`config.mk`:
```
export PLATFORM = sky130hd
export DESIGN_NAME = acc_cpu_top
export DESIGN_NICKNAME = d
export VERILOG_FILES = /design/src/rtl/acc_cpu_pkg.sv /design/src/rtl/acc_cpu_mem.sv /design/src/rtl/acc_cpu_ctrl.sv /design/src/rtl/acc_cpu_dp.sv /design/src/rtl/acc_cpu_top.sv
export SDC_FILE = /design/constraint.sdc
export NUM_CORES = 1
export LEC_CHECK = 0
export ABC_AREA = 0
export BUFFER_PORTS_ARGS = -buffer_cell sky130_fd_sc_hd__buf_2
export CAP_MARGIN = 20
export CORE_UTILIZATION = 45
export CTS_BUF_LIST = sky130_fd_sc_hd__clkbuf_8 sky130_fd_sc_hd__clkbuf_16
export CTS_CLUSTER_DIAMETER = 100
export DETAILED_ROUTE_END_ITERATION = 7
export RECOVER_POWER = 50
export SETUP_SLACK_MARGIN = 0.02
export SLEW_MARGIN = 20
export SYNTH_ARGS = -nofsm -noshare
export SYNTH_HDL_FRONTEND = slang
export SYNTH_SLANG_ARGS = --single-unit
```
`constraint.sdc`:
```
create_clock -name clk -period 1.8 [get_ports clk]
set_clock_uncertainty 0.05 [all_clocks]
set_input_delay 0.18 -clock clk [delete_from_list [all_inputs] [get_ports clk]]
set_output_delay 0.18 -clock clk [all_outputs]
set_load 0.02 [all_outputs]
```
`src/rtl/acc_cpu_pkg.sv`:
```
package acc_cpu_pkg;

  localparam int OP_W = 4;

  typedef enum logic [OP_W-1:0] {
    OP_HALT  = 4'h0,
    OP_LOAD  = 4'h1,
    OP_ADD   = 4'h2,
    OP_STORE = 4'h3,
    OP_OUT   = 4'h5,
    OP_JUMP  = 4'h6
  } op_e;

  typedef enum logic [3:0] {
    S_IDLE,
    S_F_MAR,
    S_F_RD,
    S_F_CIR,
    S_F_INC,
    S_DEC,
    S_X_MAR,
    S_X_RD,
    S_X_ACC,
    S_X_WR,
    S_X_OUT,
    S_X_JMP,
    S_HALT
  } state_e;

  typedef struct packed {
    logic mar_pc;
    logic mar_opd;
    logic mdr_ld;
    logic cir_ld;
    logic pc_inc;
    logic pc_ld;
    logic acc_ld;
    logic acc_add;
    logic mem_wr;
    logic out_ld;
  } ctl_t;

endpackage

```
`src/rtl/acc_cpu_mem.sv`:
```
module acc_cpu_mem #(
  parameter int AW = 4,
  parameter int DW = 8
) (
  input  logic          clk,
  input  logic          we,
  input  logic [AW-1:0] waddr,
  input  logic [DW-1:0] wdata,
  input  logic [AW-1:0] raddr,
  output logic [DW-1:0] rdata
);

  localparam int DEPTH = 1 << AW;

  logic [DW-1:0] words [DEPTH];

  for (genvar i = 0; i < DEPTH; i++) begin : g_word
    logic [DW-1:0] word_q;
    logic          word_en;

    assign word_en = we && (waddr == AW'(i));

    always_ff @(posedge clk) begin
      if (word_en) begin
        word_q <= wdata;
      end
    end

    assign words[i] = word_q;
  end

  assign rdata = words[raddr];

endmodule

```
`src/rtl/acc_cpu_ctrl.sv`:
```
module acc_cpu_ctrl
  import acc_cpu_pkg::*;
(
  input  logic            clk,
  input  logic            rst_n,
  input  logic            start,
  input  logic [OP_W-1:0] opcode,
  output ctl_t            ctl,
  output logic            halted,
  output logic            mem_open
);

  state_e state_q;
  state_e state_d;

  always_comb begin
    state_d = state_q;
    unique case (state_q)
      S_IDLE:  if (start) state_d = S_F_MAR;
      S_F_MAR: state_d = S_F_RD;
      S_F_RD:  state_d = S_F_CIR;
      S_F_CIR: state_d = S_F_INC;
      S_F_INC: state_d = S_DEC;
      S_DEC: begin
        case (opcode)
          OP_LOAD, OP_ADD, OP_STORE: state_d = S_X_MAR;
          OP_OUT:                    state_d = S_X_OUT;
          OP_JUMP:                   state_d = S_X_JMP;
          OP_HALT:                   state_d = S_HALT;
          default:                   state_d = S_F_MAR;
        endcase
      end
      S_X_MAR: state_d = (opcode == OP_STORE) ? S_X_WR : S_X_RD;
      S_X_RD:  state_d = S_X_ACC;
      S_X_ACC: state_d = S_F_MAR;
      S_X_WR:  state_d = S_F_MAR;
      S_X_OUT: state_d = S_F_MAR;
      S_X_JMP: state_d = S_F_MAR;
      S_HALT:  state_d = S_HALT;
      default: state_d = S_IDLE;
    endcase
  end

  always_ff @(posedge clk or negedge rst_n) begin
    if (!rst_n) begin
      state_q <= S_IDLE;
    end else begin
      state_q <= state_d;
    end
  end

  always_comb begin
    ctl = '0;
    case (state_q)
      S_F_MAR: ctl.mar_pc  = 1'b1;
      S_F_RD:  ctl.mdr_ld  = 1'b1;
      S_F_CIR: ctl.cir_ld  = 1'b1;
      S_F_INC: ctl.pc_inc  = 1'b1;
      S_X_MAR: ctl.mar_opd = 1'b1;
      S_X_RD:  ctl.mdr_ld  = 1'b1;
      S_X_ACC: begin
        ctl.acc_ld  = 1'b1;
        ctl.acc_add = (opcode == OP_ADD);
      end
      S_X_WR:  ctl.mem_wr  = 1'b1;
      S_X_OUT: ctl.out_ld  = 1'b1;
      S_X_JMP: ctl.pc_ld   = 1'b1;
      default: ctl = '0;
    endcase
  end

  assign halted   = (state_q == S_HALT);
  assign mem_open = (state_q == S_IDLE) || (state_q == S_HALT);

  AST_HALT_STICKY: assert property (@(posedge clk) disable iff (!rst_n)
    halted |=> halted);

  AST_IDLE_WAITS: assert property (@(posedge clk) disable iff (!rst_n)
    (state_q == S_IDLE && !start) |=> !ctl.mar_pc && !ctl.mdr_ld);

endmodule

```
`src/rtl/acc_cpu_dp.sv`:
```
module acc_cpu_dp
  import acc_cpu_pkg::*;
#(
  parameter int AW = 4,
  parameter int DW = 8
) (
  input  logic            clk,
  input  logic            rst_n,
  input  ctl_t            ctl,
  input  logic [DW-1:0]   mem_rdata,
  output logic [AW-1:0]   mem_addr,
  output logic            mem_we,
  output logic [DW-1:0]   mem_wdata,
  output logic [OP_W-1:0] opcode,
  output logic            out_valid,
  output logic [DW-1:0]   out_data
);

  logic [AW-1:0] pc_q,  pc_d;
  logic [AW-1:0] mar_q, mar_d;
  logic [DW-1:0] mdr_q, mdr_d;
  logic [DW-1:0] cir_q, cir_d;
  logic [DW-1:0] acc_q, acc_d;
  logic [DW-1:0] out_q, out_d;
  logic          vld_q;
  logic [AW-1:0] operand;

  assign operand = cir_q[AW-1:0];
  assign opcode  = cir_q[DW-1 -: OP_W];

  always_comb begin
    pc_d = pc_q;
    if (ctl.pc_ld) begin
      pc_d = operand;
    end else if (ctl.pc_inc) begin
      pc_d = pc_q + AW'(1);
    end

    mar_d = mar_q;
    if (ctl.mar_pc) begin
      mar_d = pc_q;
    end else if (ctl.mar_opd) begin
      mar_d = operand;
    end

    mdr_d = ctl.mdr_ld ? mem_rdata : mdr_q;
    cir_d = ctl.cir_ld ? mdr_q : cir_q;

    acc_d = acc_q;
    if (ctl.acc_ld) begin
      acc_d = ctl.acc_add ? (acc_q + mdr_q) : mdr_q;
    end

    out_d = ctl.out_ld ? acc_q : out_q;
  end

  always_ff @(posedge clk or negedge rst_n) begin
    if (!rst_n) begin
      pc_q  <= '0;
      mar_q <= '0;
      mdr_q <= '0;
      cir_q <= '0;
      acc_q <= '0;
      out_q <= '0;
      vld_q <= 1'b0;
    end else begin
      pc_q  <= pc_d;
      mar_q <= mar_d;
      mdr_q <= mdr_d;
      cir_q <= cir_d;
      acc_q <= acc_d;
      out_q <= out_d;
      vld_q <= ctl.out_ld;
    end
  end

  assign mem_addr  = mar_q;
  assign mem_we    = ctl.mem_wr;
  assign mem_wdata = acc_q;
  assign out_valid = vld_q;
  assign out_data  = out_q;

  AST_PC_STEP: assert property (@(posedge clk) disable iff (!rst_n)
    ctl.pc_inc |=> pc_q == $past(pc_q) + AW'(1));

  AST_JUMP_TARGET: assert property (@(posedge clk) disable iff (!rst_n)
    ctl.pc_ld |=> pc_q == $past(cir_q[AW-1:0]));

  AST_STROBE_PULSE: assert property (@(posedge clk) disable iff (!rst_n)
    out_valid |=> !out_valid);

  AST_OUT_HOLD: assert property (@(posedge clk) disable iff (!rst_n)
    !$stable(out_data) |-> out_valid);

  AST_STORE_KEEPS_ACC: assert property (@(posedge clk) disable iff (!rst_n)
    ctl.mem_wr |=> $stable(acc_q));

endmodule

```
`src/rtl/acc_cpu_top.sv`:
```
module acc_cpu_top
  import acc_cpu_pkg::*;
#(
  parameter int AW = 4,
  parameter int DW = 8
) (
  input  logic          clk,
  input  logic          rst_n,
  input  logic          start,
  input  logic          load_we,
  input  logic [AW-1:0] load_addr,
  input  logic [DW-1:0] load_data,
  output logic          out_valid,
  output logic [DW-1:0] out_data,
  output logic          halted
);

  logic rst_meta_q;
  logic rst_sync_n;

  always_ff @(posedge clk or negedge rst_n) begin
    if (!rst_n) begin
      rst_meta_q <= 1'b0;
      rst_sync_n <= 1'b0;
    end else begin
      rst_meta_q <= 1'b1;
      rst_sync_n <= rst_meta_q;
    end
  end

  ctl_t            ctl;
  logic [OP_W-1:0] opcode;
  logic            mem_open;
  logic [AW-1:0]   cpu_addr;
  logic            cpu_we;
  logic [DW-1:0]   cpu_wdata;
  logic [DW-1:0]   mem_rdata;
  logic            host_we;
  logic            mem_we;
  logic [AW-1:0]   mem_waddr;
  logic [DW-1:0]   mem_wdata;

  assign host_we   = load_we && mem_open;
  assign mem_we    = cpu_we || host_we;
  assign mem_waddr = cpu_we ? cpu_addr  : load_addr;
  assign mem_wdata = cpu_we ? cpu_wdata : load_data;

  acc_cpu_ctrl u_ctrl (
    .clk      (clk),
    .rst_n    (rst_sync_n),
    .start    (start),
    .opcode   (opcode),
    .ctl      (ctl),
    .halted   (halted),
    .mem_open (mem_open)
  );

  acc_cpu_dp #(.AW(AW), .DW(DW)) u_dp (
    .clk       (clk),
    .rst_n     (rst_sync_n),
    .ctl       (ctl),
    .mem_rdata (mem_rdata),
    .mem_addr  (cpu_addr),
    .mem_we    (cpu_we),
    .mem_wdata (cpu_wdata),
    .opcode    (opcode),
    .out_valid (out_valid),
    .out_data  (out_data)
  );

  acc_cpu_mem #(.AW(AW), .DW(DW)) u_mem (
    .clk   (clk),
    .we    (mem_we),
    .waddr (mem_waddr),
    .wdata (mem_wdata),
    .raddr (cpu_addr),
    .rdata (mem_rdata)
  );

  AST_HOST_BLOCKED: assert property (@(posedge clk) disable iff (!rst_sync_n)
    (load_we && !halted && (ctl != '0)) |-> !host_we);

endmodule

```
==> After elaboration in Yosys (flattened, before gate mapping) <==
Index checks and enable logic that the tools add are counted.
{ "totals": {"register_bits": 175, "wordCells": 113} }
{ "classes": {"n_lt_le_gt_ge": 1, "n_mux": 23, "n_bitwise": 1, "eq_ne": 33, "addsub": 2, "n_reduce_logical": 27} }
{ "ops": {"columns": ["operator", "n"], "rows": [
  ["$eq 4x4->1 const B", 13],
  ["$eq 4x3->1 const B", 10],
  ["$pmux 4 s10", 1],
  ["$bmux 8 s4", 1],
  ["$mux 8", 4],
  ["$mux 4", 7],
  ["$eq 4x2->1 const B", 6],
  ["$logic_and 1x1->1", 17],
  ["$pmux 4 s4", 1],
  ["$eq 4x1->1 const B", 3],
  ["$logic_not 4->1", 3],
  ["$add 8x8->8", 1],
  ["$mux 1", 8],
  ["$ge 5x5->1 const B", 1],
  ["$not 4->5", 1],
  ["$add 4x1->4 const B", 1],
  ["$reduce_bool 2->1", 2],
  ["$reduce_or 4->1", 1],
  ["$reduce_or 3->1", 1],
  ["$logic_or 1x1->1", 2],
  ["$mux 2", 1],
  ["$ne 2x2->1 const B", 1],
  ["$reduce_or 2->1", 1]
]} }

==> Longest topological paths before layout <==
Gate-level depths: netlist of the first run.
{ "logic_depth": {"word_depth": 5, "mapped_depth": 9} }

==> Modules after synthesis <==
From an unflattened synthesis of the first run, not the netlist that was laid out.
{ "hier_totals": {"hier_cells": 464, "hier_area_um2": 7702.4} }
{ "by_module_without_submodules": {"columns": ["mod", "cells_each", "area_each_um2", "seq_area_each_um2", "n_inst"], "rows": [
  ["acc_cpu_mem", 221, 4987.3, 3843.7, 1],
  ["acc_cpu_dp", 175, 2059.5, 1026.0, 1],
  ["acc_cpu_ctrl", 51, 412.9, 100.1, 1],
  ["acc_cpu_top", 17, 242.7, 50.0, 1]
]} }

==> Least setup slack after synthesis of the first run <==
No wires, ideal clock.
{ "synth_path": {"kind": "register to register", "start": "reg u_ctrl.state_q[2]", "end": "reg u_mem.g_word[10].word_q[0] (enable)", "n_path_buf": 2, "stages_incl_launch_ff": 7, "t_required_ns": 1.380, "slack_ns": -0.334, "setup_ns": 0.370, "arrival_ns": 1.714, "cell_sequence": "dfrtp_1 -> buf_2 -> nand2b_1 -> nor2_2 -> buf_2 -> a31oi_1 -> nor2_1"} }
{ "synth_between": {"elab_chain_len": 5} }
{ "synth_rtl": {"columns": ["element", "line", "source"], "rows": [
  ["from (decl)", "acc_cpu_ctrl.sv:13", "state_e state_q;"],
  ["from (signal assigned)", "acc_cpu_ctrl.sv:48", "state_q <= state_d;"],
  ["$eq 4x4->1 (tied with other cells)", "acc_cpu_ctrl.sv:54", "case (state_q)"],
  ["$mux 1 / $logic_or 1x1->1 (equally long branches)", "acc_cpu_ctrl.sv:54, acc_cpu_ctrl.sv:73", null],
  ["$mux 4 / $logic_and 1x1->1 (equally long branches)", "acc_cpu_top.sv:45, acc_cpu_top.sv:43", null],
  ["$eq 4x4->1 / $logic_or 1x1->1 (equally long branches)", "acc_cpu_mem.sv:21, acc_cpu_top.sv:44", null],
  ["$logic_and 1x1->1 *", "acc_cpu_mem.sv:21", "assign word_en = we && (waddr == AW'(i));"],
  ["net u_mem.g_word[10].word_en", "acc_cpu_mem.sv:19", "logic word_en;"],
  ["to (signal assigned)", "acc_cpu_mem.sv:25", "word_q <= wdata;"],
  ["to (decl)", "acc_cpu_mem.sv:18", "logic [DW-1:0] word_q;"]
]} }
Mark *: on every way through the listed nets, which the timed path passes. The rest lies on a longest branch.
A chain may end at the register's enable or synchronous reset.

==> Worst setup path in the final report of the first run <==
{ "layout_path": {"start": "reg u_dp.mdr_q[0]", "end": "reg u_dp.acc_q[6] (netlist: u_dp.mem_wdata[6])"} }
{ "layout_between": {"elab_chain_len": 2} }
{ "layout_rtl": {"columns": ["element", "line", "source"], "rows": [
  ["from (decl)", "acc_cpu_dp.sv:21", "logic [DW-1:0] mdr_q, mdr_d;"],
  ["from (signal assigned)", "acc_cpu_dp.sv:69", "mdr_q <= mdr_d;"],
  ["$add 8x8->8", "acc_cpu_dp.sv:51", "acc_d = ctl.acc_add ? (acc_q + mdr_q) : mdr_q;"],
  ["$mux 8", "acc_cpu_dp.sv:51", null],
  ["to (signal assigned)", "acc_cpu_dp.sv:63", "acc_q <= '0;"],
  ["to (signal assigned)", "acc_cpu_dp.sv:71", "acc_q <= acc_d;"],
  ["to (decl)", "acc_cpu_dp.sv:23", "logic [DW-1:0] acc_q, acc_d;"]
]} }
Every way passes these cells.

==> results.txt, run 1 <==
outcome = finished with violations
violated checks = negative setup slack
met1 WL = 8.88 mm
drt initial violations = 376
uppermost layer routed = met4
top_reg_cell synth = edfxtp_1
overall power = 17.2 mW
DRT Wirelength = 20.6 mm
endpoints failing setup = 215
drt wl/cell = 23.6 µm
ys async rst share = 26.9%
Layout area overhead = 37.9%
HP Start = start
Synth top area share = 49.6%
die area = 0.0178 mm²
fmax = 0.494 GHz
pin count of the biggest net entering global routing = 28
slew of the pin with the lowest slew margin = 0.802 ns
Initial DRT Pass Iterations = 4
Sink Count = 175
number of CTS-inserted buffers = 17
die width = 133 µm
maximum vdd drop = 772 µV
met3 routed WL = 902 µm
largest area contributor in the netlist = edfxtp_1
most frequent cells in the layout = edfxtp_1 (128), buf_4 (57), dfrtp_1 (44)
drt via density = 5.80
hold crit path type = in -> reg
hpwl dp = 11.6 mm
placed insts = 792
max cap viols = 0
met2 wire length = 10.3 mm
CP Max Fanout = 2
Slew Viols, Final = 0
Final Critical Period = 2.02 ns
total track usage = 22.6%
Layout Nets = 662
number of global-route vias before repair = 4940
Crit. Startpoint = u_dp.mdr_q[0]
r2r worst-path depth = 9
Crit path required time = 2.13 ns
clock root buffer = clkbuf_16
gpl congestion = 0.815
reg-to-reg endpoint = u_dp.mem_wdata[6]
Die H = 133 µm
CTS Buffer Depth = 2
hold path endpoint = u_ctrl.state_q[0]
CP startpoint kind = flop
Ports = 26
critical path class = reg -> reg
Final Hold Vio Count = 0
TritonCTS clock tree = yes
Critical Path End Type = flop
Post-Syn Instances = 497
clock-pin slew on the worst setup and hold paths = 0.07 ns
Initial Utilization = 46.4%
share of layout cells above drive strength 1 = 49.1%
worst relative slew slack = 46.6%
Post-Syn Nets = 522
num rows = 47
first-pass GRT wire length = 29.3 mm
Ys Warns = 0
Yosys reg bits = 175
routed vias = 5054
Mapped Area = 0.00775 mm²
RR Startpoint = u_dp.mdr_q[0]
Worst EP arrival = 2.35 ns
Core Box Area = 0.0167 mm²
largest cells by area after synthesis = edfxtp_1 (50%), dfrtp_1 (15%), mux4_1 (8.1%)
RSZ-0062 raised after global routing = yes
Final WS setup = -0.224 ns
Finished Layout Cells = 872
H-tree depth = 4
Residual DRC = 0
Netlist cell types = 52
sequential fraction of the synthesis area = 64.8%
Pwr Density = 1610 mW/mm²
initial antenna violation count = 2
Remaining Overflow, GRT = 0
input/output buffers = 25
Clock Latency Late Sink = 0.43 ns
reg2reg setup slack = -0.22 ns
commonest non-fill, non-tap cell in the layout = edfxtp_1
EDFF count, synth = 128
remaining antenna violation count after routing = 0
P_leak = 3.94 nW
hold path depth = 5
mean cell area of the mapped netlist = 15.6 µm²
final worst-path cycle share = 112%
==> power by group <==
group | internal [mW] | switching, mW
combinational | 4.14 | 3.92
sequential | 4.99 | 0.553
clock | 1.84 | 1.72
total | 11.0 | 6.19
==> registers in the layout, summed over array words and instances, names as in the netlist <==
| name | cells |
|---|---|
| u_dp.mem_wdata | 8 |
| u_ctrl.state_q | 4 |
| u_dp.out_valid | 1 |
| u_dp.mem_addr | 4 |
| u_dp.mdr_q | 8 |
| u_dp.out_data | 8 |
| u_dp.pc_q | 4 |
| u_mem.g_word.word_q | 128 |
| u_dp.cir_q | 8 |
| rst_sync_n | 1 |
| rst_meta_q | 1 |
==> per-layer routing <==
metal / GRT usage (%) / vias up
met2: 35.6 / 163
li1: - / 2213
met1: 32.0 / 2644
met5: 0 / -
met3: 3.84 / 34
met4: 7.39 / 0
==> layout make-up <==
cell class	count	area [µm²]
Antenna cell	2	5.00
Clock buffer	17	425
Clock inverter	15	146
Fill cell	1184	6010
Inverter	7	28.8
Multi-Input combinational cell	294	3200
Sequential cell	175	5020
Tap cell	220	275
Timing Repair Buffer	142	1590
==> worst max-delay path: stages (launching register included) <==
cell	delay, ns
dfrtp_1	0.39
ha_2	0.21
inv_2	0.06
fa_2	0.20
nor2b_2	0.05
o31a_1	0.25
o21a_1	0.19
o21a_1	0.17
o311ai_2	0.25
o21a_1	0.15
==> worst max-delay path by stage <==
stage,endpoint,depth (start not counted)
floorplan,u_dp.mem_wdata[6],9
global placement,u_dp.mem_wdata[7],7
detailed placement,u_dp.mem_wdata[7],7
CTS,u_dp.mem_wdata[6],9
global route,u_dp.mem_wdata[6],9
finish,u_dp.mem_wdata[6],9
==> synthesized netlist by cell type, types with 3 or more instances <==
| master | number |
|---|---|
| clkbuf_1 | 4 |
| mux4_1 | 24 |
| a21oi_1 | 18 |
| inv_1 | 7 |
| mux2_2 | 18 |
| nand2_1 | 43 |
| buf_2 | 10 |
| and3_1 | 3 |
| ha_1 | 8 |
| nor3_1 | 7 |
| o21a_1 | 4 |
| nor2_1 | 37 |
| edfxtp_1 | 128 |
| nand2b_1 | 5 |
| nor2b_1 | 5 |
| o21ai_0 | 18 |
| nand3b_1 | 4 |
| mux4_2 | 8 |
| a31oi_1 | 7 |
| o22ai_1 | 9 |
| dfrtp_1 | 47 |
| a21o_1 | 9 |
| nor3b_1 | 8 |
| mux2i_1 | 20 |
| nor3_2 | 3 |
| buf_8 | 3 |
| nand3_1 | 5 |
| a211oi_1 | 3 |
| xnor2_1 | 3 |
==> stage by stage <==
| step | worst slack (ns) | util [%] | TNS [ns] | hold slack, ns | area (µm²) |
|---|---|---|---|---|---|
| finish | -0.224 | 64.0 | -19.11 | 0.133 | 10700 |
| global placement | -0.219 | 54.0 | -17.66 | -0.0841 | 9020 |
| global route | -0.326 | 64.0 | -31.36 | 0.170 | 10700 |
| floorplan | -0.114 | - | -0.786 | -0.166 | 8060 |
| CTS | -0.203 | 60.7 | -13.44 | 0.113 | 10100 |
| detailed placement | -0.224 | 54.0 | -21.23 | -0.0818 | 9020 |
==> logic make-up (layout without fill, tap and decap cells) <==
logic type | after synthesis | count (layout) | synth area share, %
DFF | 175 | 175 | 64.8
and+or+nand+nor | 127 | 128 | 8.13
AOI/OAI and AO/OA | 82 | 83 | 6.68
muxes | 70 | 70 | 15.7
buffers and inverters | 30 | 181 | 2.84
adders and majority gates | 9 | 9 | 1.55
xor gates and xnor gates | 3 | 3 | 0.339
other | 1 | 3 | 0.0484
==> what timing repair did <==
| item | 4_1_cts | 5_1_grt |
|---|---|---|
| hold endpoints to repair | 2 | 0 |
| endpoints found under the setup margin | 204 | 284 |
| gates resized for setup | 71 | 87 |
| gates cloned | 4 | 9 |
| hold buffers | 3 | 0 |
| pin swaps | 21 | 39 |
| buffers inserted | 23 | 15 |
(Power assumes the default switching activity.)
==> inputs of run 2 (changes only) <==
--- a/config.mk
+++ b/config.mk
@@ -10,2 +10,3 @@
 export CAP_MARGIN = 20
+export CORE_MARGIN = 2
 export CORE_UTILIZATION = 45
@@ -20 +21,2 @@
 export SYNTH_SLANG_ARGS = --single-unit
+export TNS_END_PERCENT = 30
==> constraint.sdc (replaced) <==
create_clock -name clk -period 1.8 [get_ports clk]
set_clock_uncertainty 0.05 [all_clocks]
set_input_delay 0 -clock clk [delete_from_list [all_inputs] [get_ports clk]]
set_output_delay 0 -clock clk [all_outputs]
set_load 0.02 [all_outputs]
==> run 2 against run 1 <==
The run still ends with negative setup slack left. Utilization is 5.4 points lower. Highest routed layer unchanged. Final area is 8.4% lower. Die area is 3.0% higher.
==> results.txt, run 2 (same netlist as run 1, synthesis figures left out) <==
outcome = finished with violations
violated checks = negative setup slack
Stages on worst setup path = 7
max cap viols = 0
H-tree depth = 4
clock-pin slew on the worst setup and hold paths = 0.07 ns
Layout area overhead = 26.3%
Residual DRC = 0
Sink Count = 175
die width = 135 µm
Initial DRT Pass Iterations = 4
die area = 0.0183 mm²
share of layout cells above drive strength 1 = 37.4%
number of CTS-inserted buffers = 17
worst relative slew slack = 18.0%
commonest non-fill, non-tap cell in the layout = edfxtp_1
Finished Layout Cells = 855
TritonCTS clock tree = yes
CP startpoint kind = flop
Top reg by flops = u_mem.g_word.word_q
drt via density = 5.47
endpoints failing setup = 148
critical path class = reg -> reg
Remaining Overflow, GRT = 0
Die H = 135 µm
RSZ-0062 raised after global routing = yes
Final Hold Vio Count = 0
P_leak = 3.67 nW
Initial Utilization = 46.4%
remaining antenna violation count after routing = 0
final worst-path cycle share = 112%
Pwr Density = 1590 mW/mm²
Final Critical Period = 2.02 ns
max FFs per register = 128
drt wl/cell = 20.2 µm
Crit. Startpoint = u_ctrl.state_q[2]
initial antenna violation count = 1
Ports = 26
CP peak stage delay = 0.43 ns
hpwl dp = 12.0 mm
total track usage = 20.3%
Critical Path End Type = flop
HP Start = load_data[7]
slew of the pin with the lowest slew margin = 1.23 ns
fillers = 1324
clock root buffer = clkbuf_16
RR Startpoint = u_ctrl.state_q[2]
Final TNS setup = -24.75 ns
number of global-route vias before repair = 4904
Layout Nets = 646
CP max-delay cell = dfrtp_1
DRT Wirelength = 17.3 mm
finished layout cell area = 0.00979 mm²
fmax = 0.494 GHz
drt initial violations = 299
CP Max Fanout = 8
worst-path cell chain = clkbuf_1 -> nand2b_1 -> nand4b_1 -> a21oi_4 -> nand2_2 -> buf_6 -> nor2_4
Post-Place Cell Area = 0.00895 mm²
Clock Latency Late Sink = 0.43 ns
hold path depth = 4
Core Box Area = 0.0167 mm²
input/output buffers = 25
pin count of the biggest net entering global routing = 29
r2r worst-path depth = 7
first-pass GRT wire length = 27.4 mm
gpl congestion = 0.842
Slew Viols, Final = 0
routed vias = 4681
Crit path required time = 1.85 ns
CTS Buffer Depth = 2
Final WS setup = -0.224 ns
family with the most delay on the worst path = simple AND/OR/NAND/NOR gates
hold crit path type = in -> reg
Worst EP arrival = 2.07 ns
placed insts = 807
num rows = 47
maximum vdd drop = 752 µV
most frequent cells in the layout = edfxtp_1 (128), buf_4 (68), dfrtp_1 (46)
Crit path buffers/inverters = 2
reg2reg setup slack = -0.22 ns
-- run 2: worst reg2reg max path, delay by kind of cell, from the launching register on --
kind | cells | cell delay [ns]
AND/OR/NAND/NOR | 4 | 0.60
flip-flops | 1 | 0.43
AO/OA/AOI/OAI | 1 | 0.33
buffers and inverters | 2 | 0.28
-- run 2: final cells by class --
cell class	count	area (µm²)	share of cell area [%]
Sequential cell	175	5020	51.3
Inverter	7	26.3	0.268
Clock buffer	17	425	4.34
Tap cell	220	275	2.81
Timing Repair Buffer	128	1060	10.8
Clock inverter	15	149	1.52
Multi-Input combinational cell	292	2830	28.9
Antenna cell	1	2.50	0.0256
-- run 2: metrics by stage --
step	power, mW	util [%]	hold WS, ns	worst slack, ns
after floorplan	9.38	-	-0.346	-0.167
after global placement	11.4	53.6	-0.264	-0.224
after detailed placement	11.5	53.6	-0.256	-0.319
after CTS	15.6	58.7	0.00494	-0.205
after global routing	16.4	58.6	0.0186	-0.321
final	15.6	58.6	0.0239	-0.224
-- run 2: worst paths after layout --
path / endpoint
max: u_mem.g_word[14].word_q[2]
min: u_mem.g_word[7].word_q[7]
max reg2reg: u_mem.g_word[14].word_q[2]
min reg2reg: rst_sync_n
max in group asynchronous: u_dp.out_data[6]
min in group asynchronous: rst_sync_n
-- run 2: power by group --
part,switching (mW),internal (mW),total (mW),leakage (nW)
registers,0.555,4.99,5.54,1.74
clock network,1.67,1.84,3.51,0.281
logic,3.19,3.32,6.52,1.65
-- run 2: what timing repair did --
item,in CTS,in global routing
resized for setup,48,23
endpoints found under the setup margin,142,158
hold buffers,3,0
pin swaps,22,9
buffers inserted,8,5
endpoints found under the hold margin,3,0
-- run 2: metal layers --
layer / part of all wire (%) / GRT usage (%) / vias to the layer above
met5: 0 / 0 / -
met4: 2.1 / 7.58 / 0
met1: 46 / 28.2 / 2391
met2: 49 / 31.7 / 80
li1: - / - / 2186
met3: 3.2 / 4.30 / 24
